--- config.mk ---
export PLATFORM = sky130hd
export DESIGN_NAME = cfg_ptr_bank
export DESIGN_NICKNAME = d
export VERILOG_FILES = /design/src/rtl/cfg_ptr_pkg.sv /design/src/rtl/cfg_ptr_ptr.sv /design/src/rtl/cfg_ptr_chan.sv /design/src/rtl/cfg_ptr_irq.sv /design/src/rtl/cfg_ptr_bank.sv
export SDC_FILE = /design/constraint.sdc
export NUM_CORES = 1
export LEC_CHECK = 0
export BUFFER_PORTS_ARGS = -buffer_cell sky130_fd_sc_hd__buf_4
export CAP_MARGIN = 20
export CORE_MARGIN = 5
export CORE_UTILIZATION = 45
export CTS_CLUSTER_DIAMETER = 40
export CTS_CLUSTER_SIZE = 30
export DETAILED_ROUTE_END_ITERATION = 12
export PLACE_DENSITY = 0.81
export SYNTH_ARGS = -nofsm -noshare
export SYNTH_HDL_FRONTEND = slang
export SYNTH_SLANG_ARGS = --single-unit
export TNS_END_PERCENT = 10
--- constraint.sdc ---
create_clock -name clk -period 3.5 [get_ports clk]
set_input_delay 0.7 -clock clk [delete_from_list [all_inputs] [get_ports clk]]
set_output_delay 0.7 -clock clk [all_outputs]
set_load 0.05 [all_outputs]
--- src/rtl/cfg_ptr_pkg.sv ---
package cfg_ptr_pkg;

  typedef enum logic [1:0] {
    PORT_DATA = 2'd0,
    PORT_PTR  = 2'd1,
    PORT_TEST = 2'd2,
    PORT_IRQ  = 2'd3
  } port_e;

  localparam int IDX_W    = 3;
  localparam int LAST_IDX = 6;

  function automatic logic [15:0] cmd_base_rst(input int ch);
    return (ch != 0) ? 16'h0170 : 16'h01F0;
  endfunction

  function automatic logic [15:0] ctl_base_rst(input int ch);
    return (ch != 0) ? 16'h0376 : 16'h03F6;
  endfunction

  function automatic logic [IDX_W-1:0] next_index(input logic [IDX_W-1:0] idx);
    return (int'(idx) >= LAST_IDX) ? '0 : idx + 1'b1;
  endfunction

  function automatic logic [7:0] ptr_readback(input logic [7:0] p);
    return p & 8'hDF;
  endfunction

endpackage

--- src/rtl/cfg_ptr_ptr.sv ---
module cfg_ptr_ptr
  import cfg_ptr_pkg::*;
(
  input  logic             clk,
  input  logic             rst_n,
  input  logic             ptr_wr,
  input  logic             data_acc,
  input  logic [7:0]       wbyte,
  output logic [7:0]       ptr_q,
  output logic [IDX_W-1:0] idx,
  output logic             chan,
  output logic             step
);

  localparam logic [7:0] PTR_RST = 8'h50;

  assign step = data_acc & ptr_q[7];
  assign idx  = ptr_q[IDX_W-1:0];
  assign chan = ptr_q[3];

  always_ff @(posedge clk or negedge rst_n) begin
    if (!rst_n) begin
      ptr_q <= PTR_RST;
    end else if (ptr_wr) begin
      ptr_q <= wbyte;
    end else if (step) begin
      ptr_q[IDX_W-1:0] <= next_index(ptr_q[IDX_W-1:0]);
    end
  end

endmodule

--- src/rtl/cfg_ptr_chan.sv ---
module cfg_ptr_chan
  import cfg_ptr_pkg::*;
#(
  parameter int CH   = 0,
  parameter int DW   = 16,
  parameter int RA_W = 10
) (
  input  logic             clk,
  input  logic             rst_n,
  input  logic             wr,
  input  logic [IDX_W-1:0] idx,
  input  logic [DW-1:0]    wdata,
  output logic [DW-1:0]    rdata,
  output logic [DW-1:0]    cmd_base,
  output logic [DW-1:0]    ctl_base,
  output logic [7:0]       gen_cfg,
  output logic [RA_W-1:0]  ra_count,
  output logic             ra_en,
  output logic             mode4,
  output logic [7:0]       dtime,
  output logic [7:0]       ctime,
  output logic             fifo_clr
);

  localparam int RA_HI_W = RA_W - 8;
  localparam logic [7:0] GEN_RST  = 8'h01;
  localparam logic [7:0] GEN_RDM  = 8'hFB;
  localparam logic [7:0] DT_RST   = 8'hF5;
  localparam logic [7:0] CT_RST   = 8'hDE;

  logic [DW-1:0]      cmd_q, ctl_q;
  logic [7:0]         gen_q, dt_q, ct_q, ra_lo_q;
  logic [RA_HI_W-1:0] ra_hi_q;
  logic               ra_en_q, m4_q, clr_q;

  always_ff @(posedge clk or negedge rst_n) begin
    if (!rst_n) begin
      cmd_q   <= cmd_base_rst(CH);
      ctl_q   <= ctl_base_rst(CH);
      gen_q   <= GEN_RST;
      dt_q    <= DT_RST;
      ct_q    <= CT_RST;
      ra_lo_q <= '0;
      ra_hi_q <= '0;
      ra_en_q <= 1'b0;
      m4_q    <= 1'b0;
      clr_q   <= 1'b0;
    end else begin
      clr_q <= 1'b0;
      if (wr) begin
        case (idx)
          3'd0: cmd_q <= wdata;
          3'd1: gen_q <= wdata[7:0];
          3'd2: ra_lo_q <= wdata[7:0];
          3'd3: begin
            ra_hi_q <= wdata[RA_HI_W-1:0];
            ra_en_q <= wdata[7];
            m4_q    <= wdata[4];
            clr_q   <= wdata[6];
          end
          3'd4: ctl_q <= wdata;
          3'd5: dt_q  <= wdata[7:0];
          3'd6: ct_q  <= wdata[7:0];
          default: ;
        endcase
      end
    end
  end

  always_comb begin
    case (idx)
      3'd0:    rdata = cmd_q;
      3'd1:    rdata = {{(DW-8){1'b0}}, gen_q & GEN_RDM};
      3'd4:    rdata = ctl_q;
      3'd5:    rdata = {{(DW-8){1'b0}}, dt_q};
      3'd6:    rdata = {{(DW-8){1'b0}}, ct_q};
      default: rdata = '0;
    endcase
  end

  assign cmd_base = cmd_q;
  assign ctl_base = ctl_q;
  assign gen_cfg  = gen_q;
  assign ra_count = {ra_hi_q, ra_lo_q};
  assign ra_en    = ra_en_q;
  assign mode4    = m4_q;
  assign dtime    = dt_q;
  assign ctime    = ct_q;
  assign fifo_clr = clr_q;

endmodule

--- src/rtl/cfg_ptr_irq.sv ---
module cfg_ptr_irq #(
  parameter int NCH = 2
) (
  input  logic           clk,
  input  logic           rst_n,
  input  logic           test_wr,
  input  logic           mask_wr,
  input  logic [7:0]     wbyte,
  input  logic [NCH-1:0] drv_irq,
  input  logic [NCH-1:0] bm_irq,
  input  logic           legacy_hdr,
  output logic [NCH-1:0] mask_q,
  output logic           test_mode,
  output logic           legacy_mode,
  output logic [7:0]     status_byte,
  output logic [7:0]     irqreg_byte,
  output logic [NCH-1:0] irq_out
);

  always_ff @(posedge clk or negedge rst_n) begin
    if (!rst_n) begin
      mask_q      <= '0;
      test_mode   <= 1'b0;
      legacy_mode <= 1'b0;
    end else begin
      if (mask_wr) mask_q <= wbyte[NCH-1:0];
      if (test_wr) begin
        test_mode   <= wbyte[0];
        legacy_mode <= wbyte[1];
      end
    end
  end

  for (genvar c = 0; c < NCH; c++) begin : g_gate
    assign irq_out[c] = (drv_irq[c] | bm_irq[c]) & ~mask_q[c];
  end

  assign status_byte = {6'b0, bm_irq[0], drv_irq[0]};
  assign irqreg_byte = {3'b0, legacy_hdr, bm_irq[1], drv_irq[1], mask_q[1:0]};

endmodule

--- src/rtl/cfg_ptr_bank.sv ---
module cfg_ptr_bank
  import cfg_ptr_pkg::*;
#(
  parameter int DW   = 16,
  parameter int RA_W = 10
) (
  input  logic              clk,
  input  logic              rst_n,
  input  logic [1:0]        bus_addr,
  input  logic              bus_we,
  input  logic              bus_re,
  input  logic [DW-1:0]     bus_wdata,
  output logic [DW-1:0]     bus_rdata,
  input  logic [1:0]        drv_irq,
  input  logic [1:0]        bm_irq,
  input  logic              legacy_hdr,
  output logic [1:0]        irq_out,
  output logic [2*DW-1:0]   cmd_base_o,
  output logic [2*DW-1:0]   ctl_base_o,
  output logic [15:0]       gen_cfg_o,
  output logic [2*RA_W-1:0] ra_count_o,
  output logic [1:0]        ra_en_o,
  output logic [1:0]        mode4_o,
  output logic [15:0]       dtime_o,
  output logic [15:0]       ctime_o,
  output logic [1:0]        fifo_clr_o,
  output logic              test_mode_o,
  output logic              legacy_mode_o
);

  localparam int NCH = 2;

  logic             sel_data, sel_ptr, sel_test, sel_irq;
  logic             data_acc, ptr_wr;
  logic [7:0]       ptr_q;
  logic [IDX_W-1:0] ptr_idx;
  logic             ptr_chan, ptr_step;
  logic [NCH-1:0]   mask_q;
  logic [7:0]       status_byte, irqreg_byte;
  logic [DW-1:0]    bank_rd [NCH];
  logic [DW-1:0]    rd_mux, rdata_q;

  assign sel_data = (bus_addr == PORT_DATA);
  assign sel_ptr  = (bus_addr == PORT_PTR);
  assign sel_test = (bus_addr == PORT_TEST);
  assign sel_irq  = (bus_addr == PORT_IRQ);
  assign data_acc = sel_data & (bus_we | bus_re);
  assign ptr_wr   = sel_ptr & bus_we;

  cfg_ptr_ptr u_ptr (
    .clk      (clk),
    .rst_n    (rst_n),
    .ptr_wr   (ptr_wr),
    .data_acc (data_acc),
    .wbyte    (bus_wdata[7:0]),
    .ptr_q    (ptr_q),
    .idx      (ptr_idx),
    .chan     (ptr_chan),
    .step     (ptr_step)
  );

  for (genvar c = 0; c < NCH; c++) begin : g_bank
    logic bank_wr;
    assign bank_wr = sel_data & bus_we & (ptr_chan == c[0]);
    cfg_ptr_chan #(.CH(c), .DW(DW), .RA_W(RA_W)) u_chan (
      .clk      (clk),
      .rst_n    (rst_n),
      .wr       (bank_wr),
      .idx      (ptr_idx),
      .wdata    (bus_wdata),
      .rdata    (bank_rd[c]),
      .cmd_base (cmd_base_o[c*DW +: DW]),
      .ctl_base (ctl_base_o[c*DW +: DW]),
      .gen_cfg  (gen_cfg_o[c*8 +: 8]),
      .ra_count (ra_count_o[c*RA_W +: RA_W]),
      .ra_en    (ra_en_o[c]),
      .mode4    (mode4_o[c]),
      .dtime    (dtime_o[c*8 +: 8]),
      .ctime    (ctime_o[c*8 +: 8]),
      .fifo_clr (fifo_clr_o[c])
    );
  end

  cfg_ptr_irq #(.NCH(NCH)) u_irq (
    .clk         (clk),
    .rst_n       (rst_n),
    .test_wr     (sel_test & bus_we),
    .mask_wr     (sel_irq & bus_we),
    .wbyte       (bus_wdata[7:0]),
    .drv_irq     (drv_irq),
    .bm_irq      (bm_irq),
    .legacy_hdr  (legacy_hdr),
    .mask_q      (mask_q),
    .test_mode   (test_mode_o),
    .legacy_mode (legacy_mode_o),
    .status_byte (status_byte),
    .irqreg_byte (irqreg_byte),
    .irq_out     (irq_out)
  );

  always_comb begin
    case (bus_addr)
      PORT_DATA: rd_mux = bank_rd[ptr_chan];
      PORT_PTR:  rd_mux = {{(DW-8){1'b0}}, ptr_readback(ptr_q)};
      PORT_TEST: rd_mux = {{(DW-8){1'b0}}, status_byte};
      default:   rd_mux = {{(DW-8){1'b0}}, irqreg_byte};
    endcase
  end

  always_ff @(posedge clk or negedge rst_n) begin
    if (!rst_n) rdata_q <= '0;
    else        rdata_q <= bus_re ? rd_mux : '0;
  end

  assign bus_rdata = rdata_q;

endmodule

==> out/metrics.cfg, run 1 <==
[outcome]
status=finished clean

[global_route]
gr-max-usage-layer=met2
grt_max_degree=69
grt_pass1_vias=5581
use_met2_pct=35.33
grtUsageMet3_pct=7.724
gr-total-overflow=0
track_usage_pct=22.48
grt_pass1_wl_um=33620
use_met1_pct=29.14
antenna_found_initial=0

[clock_network]
cts_buffers=17
post_cts_buffers=0
cts_tree=built
cts_sinks=165
clock_latency_ns=0.43
ctsResizeCount=0
cts_buffer_depth=2
clkTransAtPathRegs_ns=0.07
cts_hold_buf=0
htreeDepth=4
clockRootBuffer=clkbuf_16

[yosys]
synthTopCellsByArea=dfrtp_1 38%, dfstp_2 18%, mux2_2 18%
synth_nets=551
synth_compound_area_share_pct=7.417
synth_largest_area_cell=dfrtp_1
yosys.area.top_type_share_pct=37.93
syn_area_per_cell_sq_um=14.37
ys_seq_area_share_pct=56.25
netlist_instances=519
synth_xor_area_share_pct=0
synth_cell_types=41
synthMuxAreaShare_pct=26.65
synth_top_family_by_area=multiplexers
ys_ff_latch=165
yosysWarnings=0
synth_fa_ha_area_share_pct=0.8391
synthSimpleGateAreaFrac_pct=5.504
syn_area_sq_mm=0.007456

[timing]
finalHoldViolCount=0
clock.fmax_ghz=0.3732
fin_crit_ns=2.680
rsz0062_at_grt=false
timing.hold.ws_ns=0.2691
post-route-period-util_pct=76.56
fin_ws_ns=0.8204
slew_viol_final=0
maxSlewHeadroom_pct=27.89
tightestPinTransition_ns=1.082
finalSetupViolCount=0
clock_skew_ns=0.01488
setup_tns_ns=0

[power]
powerDensity_mw_per_mm2=1090
vdd_drop_max_mv=0.6990
finalPower_mw=10.37
static-leakage-power_nw=4.660

[drt]
routedWlPerCell_um=23.55
route.vias.total=5226
drt_wl_total_um=21710
drc_errors=0
drtIter0Drc=416
routed_via_density=5.668
antenna_left=0
dr.pass1.iters=5

[finish]
final_cell_mix=187 x buf_4, 116 x mux2_2, 112 x dfrtp_1, 52 x dfstp_2, 30 x mux2_4
final_common_cell=buf_4
seqCellArea_sq_mm=0.004195
multi_input_area_sq_mm=0.003013
num-nets-final=721
drive_gt1_share_pct=63.96
area_growth_pct=27.67
nFillCells=1287
antennaDiodeCount=0

[placed_design]
io_buffers=184
post-place-ws_ns=0.9995
hpwl_um=15360
gp_congestion=0.9495

[critical_path]
cp_top_family=compound AO/OA/AOI/OAI gates
endpoint_kind=flip-flop
required_ns=3.84
crit_fanout=28
worstSetupPathType=reg -> reg
worstPathCellList=inv_1, ha_1, a222oi_1, a211oi_1, o21ai_0, a31oi_1
cp_slowest_cell=ha_1
slowest_delay_ns=0.89
cp_data_arrival_time_ns=3.02
reg2reg_depth=6
rr_startpoint=u_ptr.ptr_q[1]$_DFFE_PN0P_
r2r_setup_slack_ns=0.82
worst-path-buf-inv=1
r2r-end=bus_rdata[0]$_DFF_PN0_
cp-start-kind=flip-flop

[floorplan]
initial_core_util_pct=45.44
die-area_sq_mm=0.01924
die_w_um=138.7
io_pins=185
die_h_um=138.7
coreArea_sq_mm=0.01641
rows=47

[min_path]
hold_path_class=in -> async

[job]
cap_violations=0

-- power breakdown --
group / switching, mW / internal [mW] / leakage [nW] / total (mW)
logic: 3.35 / 1.71 / 2.34 / 5.06
clock network: 0.783 / 1.06 / 0.284 / 1.84
registers: 0.698 / 2.77 / 2.04 / 3.47
total: 4.83 / 5.54 / 4.66 / 10.4
-- worst reg2reg max path: cells and delay by family, from the launching register on --
family / cells / cell delay [ns]
compound gates: 4 / 1.07
buf+inv: 1 / 0.15
flops: 1 / 0.47
fa+ha+maj: 1 / 0.89
-- per-stage QoR --
stage	util [%]	area (sq um)	instances
after floorplan	-	7456	519
after detailed placement	54.47	8937	890
final	58.02	9519	922
after global routing	58.02	9519	922
after CTS	58.02	9519	922
after global placement	54.47	8937	890
-- cells in the mapped netlist (all sizes together) --
cell type and n:
mux2 146, dfrtp 113, dfstp 52, buf 26, nand2 26, a21oi 24
nor2 15, o21ai 14, clkbuf 12, nor2b 12, a221oi 10, mux4 8
a222oi 7, a22oi 7, a211oi 6, ha 5, inv 5, mux2i 5
a31oi 4, nand2b 3, nand3 3, o211ai 3, a211o 2, a32oi 2
and3 2, nand3b 2, a22o 1, nor3 1, nor3b 1, o22ai 1
o31a 1
-- kinds of logic after synthesis --
logic type / count (synthesis)
AO/OA/AOI/OAI: 82
buffers and inverters: 43
multiplexers: 159
AND/OR/NAND/NOR: 65
adder cells (fa/ha/maj): 5
flip-flops: 165
-- worst max-delay path by stage --
stage	from	to	slack, ns	cells after the start
after floorplan	bm_irq[0]	irq_out[0]	1.43	2
after global placement	u_ptr.ptr_q[1]$_DFFE_PN0P_	bus_rdata[0]$_DFF_PN0_	1.04	6
after detailed placement	u_ptr.ptr_q[1]$_DFFE_PN0P_	bus_rdata[0]$_DFF_PN0_	1.0	6
after CTS	u_ptr.ptr_q[1]$_DFFE_PN0P_	bus_rdata[0]$_DFF_PN0_	0.95	6
after global routing	u_ptr.ptr_q[1]$_DFFE_PN0P_	bus_rdata[0]$_DFF_PN0_	0.72	6
final	u_ptr.ptr_q[1]$_DFFE_PN0P_	bus_rdata[0]$_DFF_PN0_	0.82	6
-- layer usage --
metal	part of all wire [%]	wire length, um
met5	0	0
met4	2.7	587
met3	8.4	1829
met2	48	10410
met1	41	8877
-- flip-flops by register name (all words and copies together) (netlist names) --
signal	flops
g_bank.u_chan.cmd_base	32
g_bank.u_chan.dtime	16
g_bank.u_chan.ra_hi_q	4
g_bank.u_chan.ra_lo_q	16
g_bank.u_chan.fifo_clr	2
u_irq.mask_q	2
bus_rdata	16
g_bank.u_chan.ctl_base	32
g_bank.u_chan.gen_cfg	16
u_irq.legacy_mode	1
g_bank.u_chan.ctime	16
g_bank.u_chan.ra_en	2
u_ptr.ptr_q	7
u_irq.test_mode	1
g_bank.u_chan.mode4	2
-- cell type report --
type,instances,share of cell area (%)
flip-flops and latches,165,44.07
multi-input cells,311,31.65
repair buffers,189,15.08
clock buffers,17,4.469
well taps,220,2.892
clock inverters,15,1.643
inverters,5,0.1972
No activity file was read; power rests on OpenSTA's default activity.
==> run 2, diff against run 1 <==
--- a/config.mk
+++ b/config.mk
@@ -5,6 +5,7 @@
 export SDC_FILE = /design/constraint.sdc
 export NUM_CORES = 1
 export LEC_CHECK = 0
+export ABC_AREA = 1
 export BUFFER_PORTS_ARGS = -buffer_cell sky130_fd_sc_hd__buf_4
 export CAP_MARGIN = 20
 export CORE_MARGIN = 5
==> constraint.sdc (replaced) <==
create_clock -name clk -period 2.5 [get_ports clk]
set_input_delay 0.5 -clock clk [delete_from_list [all_inputs] [get_ports clk]]
set_output_delay 0.5 -clock clk [all_outputs]
set_load 0.05 [all_outputs]
==> run 2 against run 1 <==
  * Critical path depth up 1
  * Sequential cell count unchanged
  * First-iteration DRC count grew 38%
  * Combinational power increased by 51%
==> out/metrics.cfg, run 2 <==
[outcome]
status=finished clean

[yosys]
yosysMostFrequentCell=nand2_1
synthArstFlopShare_pct=100.0
syn_area_sq_mm=0.007495
synth_edf_count=0
ys_seq_area_share_pct=55.96
synth_nets=895
syn_area_per_cell_sq_um=8.684
synth_ff_type=dfrtp_1
yosys.area.top_type_share_pct=37.73
synth_cell_types=30
netlist_instances=863
synthTopCellsByCount=164 x nand2_1, 113 x dfrtp_1, 94 x inv_1
synth_largest_area_cell=dfrtp_1
yosysWarnings=0
synthTopCellsByArea=dfrtp_1 38%, dfstp_2 18%, nand2_1 8.2%
ys_ff_latch=165

[placed_design]
io_buffers=184
hpwl_um=16520
dp_cells=1233
gp_congestion=0.9118

[drt]
drt_wl_total_um=23010
route.vias.total=6586
routedWlPerCell_um=18.19
drtIter0Drc=576
dr.pass1.iters=5
drc_errors=0
antenna_left=0
routed_via_density=5.206

[critical_path]
worst-path-buf-inv=2
required_ns=2.84
worstPathCellList=inv_1, ha_1, nand2_2, nor2_2, buf_4, nand2_1, o21ai_0
cp_data_arrival_time_ns=2.57
cp_top_family=simple AND/OR/NAND/NOR gates
slowest_delay_ns=0.46
worstSetupPathType=reg -> reg
crit_fanout=22
cp-start-kind=flip-flop
cp_slowest_cell=dfrtp_1
path_depth=7
reg2reg_depth=7
endpoint_kind=flip-flop

[power]
powerDensity_mw_per_mm2=1564
static-leakage-power_nw=4.757
finalPower_mw=15.08
vdd_drop_max_mv=0.9896

[timing]
slew_viol_final=0
fin_crit_ns=2.228
post-route-period-util_pct=89.14
maxSlewHeadroom_pct=49.14
clock_skew_ns=0.006840
tightestPinTransition_ns=0.7621
setup_tns_ns=0
finalHoldViolCount=0
finalSetupViolCount=0
clock.fmax_ghz=0.4487
rsz0062_at_grt=false

[clock_network]
cts_hold_buf=0
cts_tree=built
cts_buffers=17
clkTransAtPathRegs_ns=0.07
cts_buffer_depth=2
clockRootBuffer=clkbuf_16
post_cts_buffers=0
htreeDepth=4
cts_sinks=165
ctsResizeCount=0
clock_latency_ns=0.42

[floorplan]
rows=47
initial_core_util_pct=45.52
die_w_um=139.1
die_h_um=139.1
die-area_sq_mm=0.01934
coreArea_sq_mm=0.01647
io_pins=185

[finish]
fin_cells=1265
drive_gt1_share_pct=30.05
nFillCells=1487
num-nets-final=1064
area_growth_pct=28.65
final_cell_mix=202 x buf_4, 164 x nand2_1, 113 x dfrtp_1, 94 x inv_1, 91 x o21ai_0
final_common_cell=buf_4
antennaDiodeCount=0
post-route-util_pct=58.56

[min_path]
hold_path_class=in -> async

[global_route]
grt_max_degree=67
gr-total-overflow=0
antenna_found_initial=0
track_usage_pct=23.91
grt_pass1_wl_um=36220
grt_pass1_vias=6327

[job]
cap_violations=0

[run 2: metal layers]
layer  track usage, %  part of all wire (%)  up-vias
met4            8.342                   2.2        0
met5                0                     0        -
li1                 -                     -     3118
met3            4.862                   8.8       38
met1            34.31                    43     3078
met2            36.36                    46      352
[run 2: path summary, 6_finish.rpt]
check | start | to | slack [ns]
min | rst_n | g_bank[0].u_chan.ra_lo_q[6]$_DFFE_PN0P_ | 0.08
min in group clk | bus_wdata[4] | g_bank[1].u_chan.ctl_base[4]$_DFFE_PN1P_ | 0.31
max | u_ptr.ptr_q[0]$_DFFE_PN0P_ | g_bank[1].u_chan.ctl_base[9]$_DFFE_PN1P_ | 0.27
max in group asynchronous | rst_n | g_bank[0].u_chan.cmd_base[7]$_DFFE_PN1P_ | 1.66
max reg2reg | u_ptr.ptr_q[0]$_DFFE_PN0P_ | g_bank[1].u_chan.ctl_base[9]$_DFFE_PN1P_ | 0.27
min reg2reg | u_irq.legacy_mode$_DFFE_PN0P_ | u_irq.legacy_mode$_DFFE_PN0P_ | 0.49
[run 2: final cells by class]
cell class / count / area [sq um] / area share (%)
Clock inverter: 13 / 147.6 / 1.531
Sequential cell: 165 / 4194 / 43.50
Timing Repair Buffer: 205 / 1568 / 16.26
Clock buffer: 19 / 442.9 / 4.594
Tap cell: 220 / 275.3 / 2.855
Multi-Input combinational cell: 547 / 2653 / 27.51
Inverter: 96 / 361.6 / 3.750
[run 2: logic make-up (layout without fill, tap and decap cells)]
logic type                 after synthesis  after routing  share of synthesized area, %
and+or+nand+nor                        336            336                         19.58
AOI/OAI and AO/OA                      200            200                         14.07
muxes                                    6              6                        0.9014
buffers and inverters                  151            333                         8.647
DFF                                    165            165                         55.96
adders and majority gates                5              5                        0.8347
[run 2: through the flow]
| step | hold slack [ns] | setup WS [ns] | cell area (sq um) |
|---|---|---|---|
| 5_1_grt | 0.1226 | 0.09896 | 9642 |
| 4_1_cts | 0.09261 | 0.3068 | 9642 |
| 2_1_floorplan | 0.2044 | 0.6885 | 7495 |
| 6_report | 0.07623 | 0.2716 | 9642 |
| 3_3_place_gp | 0.4740 | 0.3716 | 9051 |
| 3_5_place_dp | 0.4792 | 0.3152 | 9051 |
[run 2: report_power, final]
part	switching, mW	total (mW)	internal, mW
sequential	0.877	4.84	3.96
clock	1.11	2.62	1.51
combinational	5.52	7.63	2.11
==> run 3, diff against run 2 <==
--- a/config.mk
+++ b/config.mk
@@ -9,11 +9,11 @@
 export BUFFER_PORTS_ARGS = -buffer_cell sky130_fd_sc_hd__buf_4
 export CAP_MARGIN = 20
 export CORE_MARGIN = 5
-export CORE_UTILIZATION = 45
+export CORE_UTILIZATION = 40
 export CTS_CLUSTER_DIAMETER = 40
 export CTS_CLUSTER_SIZE = 30
 export DETAILED_ROUTE_END_ITERATION = 12
-export PLACE_DENSITY = 0.81
+export PLACE_DENSITY = 0.75
 export SYNTH_ARGS = -nofsm -noshare
 export SYNTH_HDL_FRONTEND = slang
 export SYNTH_SLANG_ARGS = --single-unit
==> run 3 against run 2 <==
  * First-iteration DRC count is 8.5% higher
  * Clock power is 8.0% higher
  * Cell count rose by 1.2%
  * Via count grew 0.35%
  * Non-clock buffer count is 1 higher
==> out/metrics.cfg, run 3 (same netlist as run 2, synthesis figures left out) <==
[placed_design]
gp_congestion=0.9025
io_buffers=184
hpwl_um=17440

[drt]
routedWlPerCell_um=18.49
antenna_left=0
route.vias.total=6609
drtIter0Drc=625
drc_errors=0
routed_via_density=5.163
drt_wl_total_um=23670
dr.pass1.iters=5

[critical_path]
worst-path-buf-inv=1
cp_data_arrival_time_ns=2.62
required_ns=2.85
cp_top_family=simple AND/OR/NAND/NOR gates
crit_fanout=15
endpoint_kind=flip-flop
slowest_delay_ns=0.47
worstSetupPathType=reg -> reg
cp_slowest_cell=dfrtp_1
cp-start-kind=flip-flop
worstPathCellList=inv_1, ha_1, nand2_1, nor2_4, mux2_2

[floorplan]
initial_core_util_pct=40.34
die-area_sq_mm=0.02157
rows=50
coreArea_sq_mm=0.01858
io_pins=185
die_w_um=146.9
die_h_um=146.9

[job]
cap_violations=0

[clock_network]
cts_buffer_depth=2
clkTransAtPathRegs_ns=0.07
clock_latency_ns=0.42
cts_sinks=165
cts_buffers=17
cts_tree=built
cts_hold_buf=0
htreeDepth=4
clockRootBuffer=clkbuf_16

[timing]
finalSetupViolCount=0
post-route-period-util_pct=90.94
clock_skew_ns=0.007173
rsz0062_at_grt=false
setup_tns_ns=0
clock.fmax_ghz=0.4399
timing.hold.ws_ns=0.08608
finalHoldViolCount=0
tightestPinTransition_ns=0.7424
slew_viol_final=0
fin_crit_ns=2.273
maxSlewHeadroom_pct=50.45

[global_route]
grt_pass1_vias=6666
antenna_found_initial=0
gr-total-overflow=0
grt_pass1_wl_um=37330
track_usage_pct=22.14
grt_max_degree=67

[finish]
antennaDiodeCount=0
final_cell_mix=202 x buf_4, 164 x nand2_1, 113 x dfrtp_1, 94 x inv_1, 91 x o21ai_0
num-nets-final=1065
drive_gt1_share_pct=30.11
area_growth_pct=29.92
nFillCells=1702
final_common_cell=buf_4

[min_path]
hold_path_class=in -> async

[outcome]
status=finished clean

[power]
static-leakage-power_nw=4.804
powerDensity_mw_per_mm2=1574
vdd_drop_max_mv=0.9316

## run 3: changes by cell type in the layout (fill, tap and decap cells not counted), sizes merged
| cell | before | now |
|---|---|---|
| clkbuf | 19 | 21 |
| clkinvlp | 4 | 1 |
| inv | 97 | 95 |
| clkinv | 6 | 7 |
| buf | 205 | 206 |
| bufinv | 2 | 4 |
## run 3: timing repair
| item | 4_1_cts | 5_1_grt |
|---|---|---|
| resized for setup | 0 | 1 |
| setup buffers | 0 | 0 |
| endpoints found under the setup margin | 0 | 2 |
## run 3: layer usage
metal / GRT usage [%] / routed length [um]
met3: 6.909 / 2034
met4: 7.761 / 639
met5: 0 / 0
met1: 29.46 / 10050
met2: 34.34 / 10940
## run 3: metrics by stage
stage / power (mW) / area (sq um) / worst slack, ns / util (%) / instances
after global placement: 12.41 / 9089 / 0.3441 / 48.92 / 1248
after detailed placement: 12.53 / 9089 / 0.2228 / 48.92 / 1248
after CTS: 15.40 / 9732 / 0.1458 / 52.38 / 1280
final: 15.32 / 9737 / 0.2265 / 52.40 / 1280
after global routing: 16.04 / 9737 / 0.08204 / 52.40 / 1280
after floorplan: 9.937 / 7495 / 0.6885 / - / 863
## run 3: where the power goes
part	switching, mW	total, mW	leakage [nW]	internal, mW
sequential	0.833	4.80	1.92	3.96
combinational	5.58	7.69	2.57	2.11
clock	1.08	2.83	0.314	1.76
## run 3: area by class of cell
class | count | area [sq um] | area share [%]
sequential | 165 | 4194 | 43.07
multi-input combinational | 547 | 2658 | 27.29
timing repair buffer | 206 | 1588 | 16.31
clock buffer | 21 | 470.5 | 4.832
inverter | 96 | 361.6 | 3.714
tap | 234 | 292.8 | 3.007
clock inverter | 11 | 172.7 | 1.773
## run 3: final timing paths
path,from,endpoint,slack (ns),cells past startpoint
min reg2reg,g_bank[1].u_chan.ra_en$_DFFE_PN0P_,g_bank[1].u_chan.ra_en$_DFFE_PN0P_,0.49,1
max in group asynchronous,rst_n,g_bank[1].u_chan.dtime[6]$_DFFE_PN1P_,1.62,2
max reg2reg,u_ptr.ptr_q[0]$_DFFE_PN0P_,g_bank[0].u_chan.ctime[2]$_DFFE_PN1P_,0.23,5
min,rst_n,g_bank[0].u_chan.ra_lo_q[2]$_DFFE_PN0P_,0.09,1
min in group clk,bus_wdata[7],g_bank[1].u_chan.ctime[7]$_DFFE_PN1P_,0.31,3
max,u_ptr.ptr_q[0]$_DFFE_PN0P_,g_bank[0].u_chan.ctime[2]$_DFFE_PN1P_,0.23,5
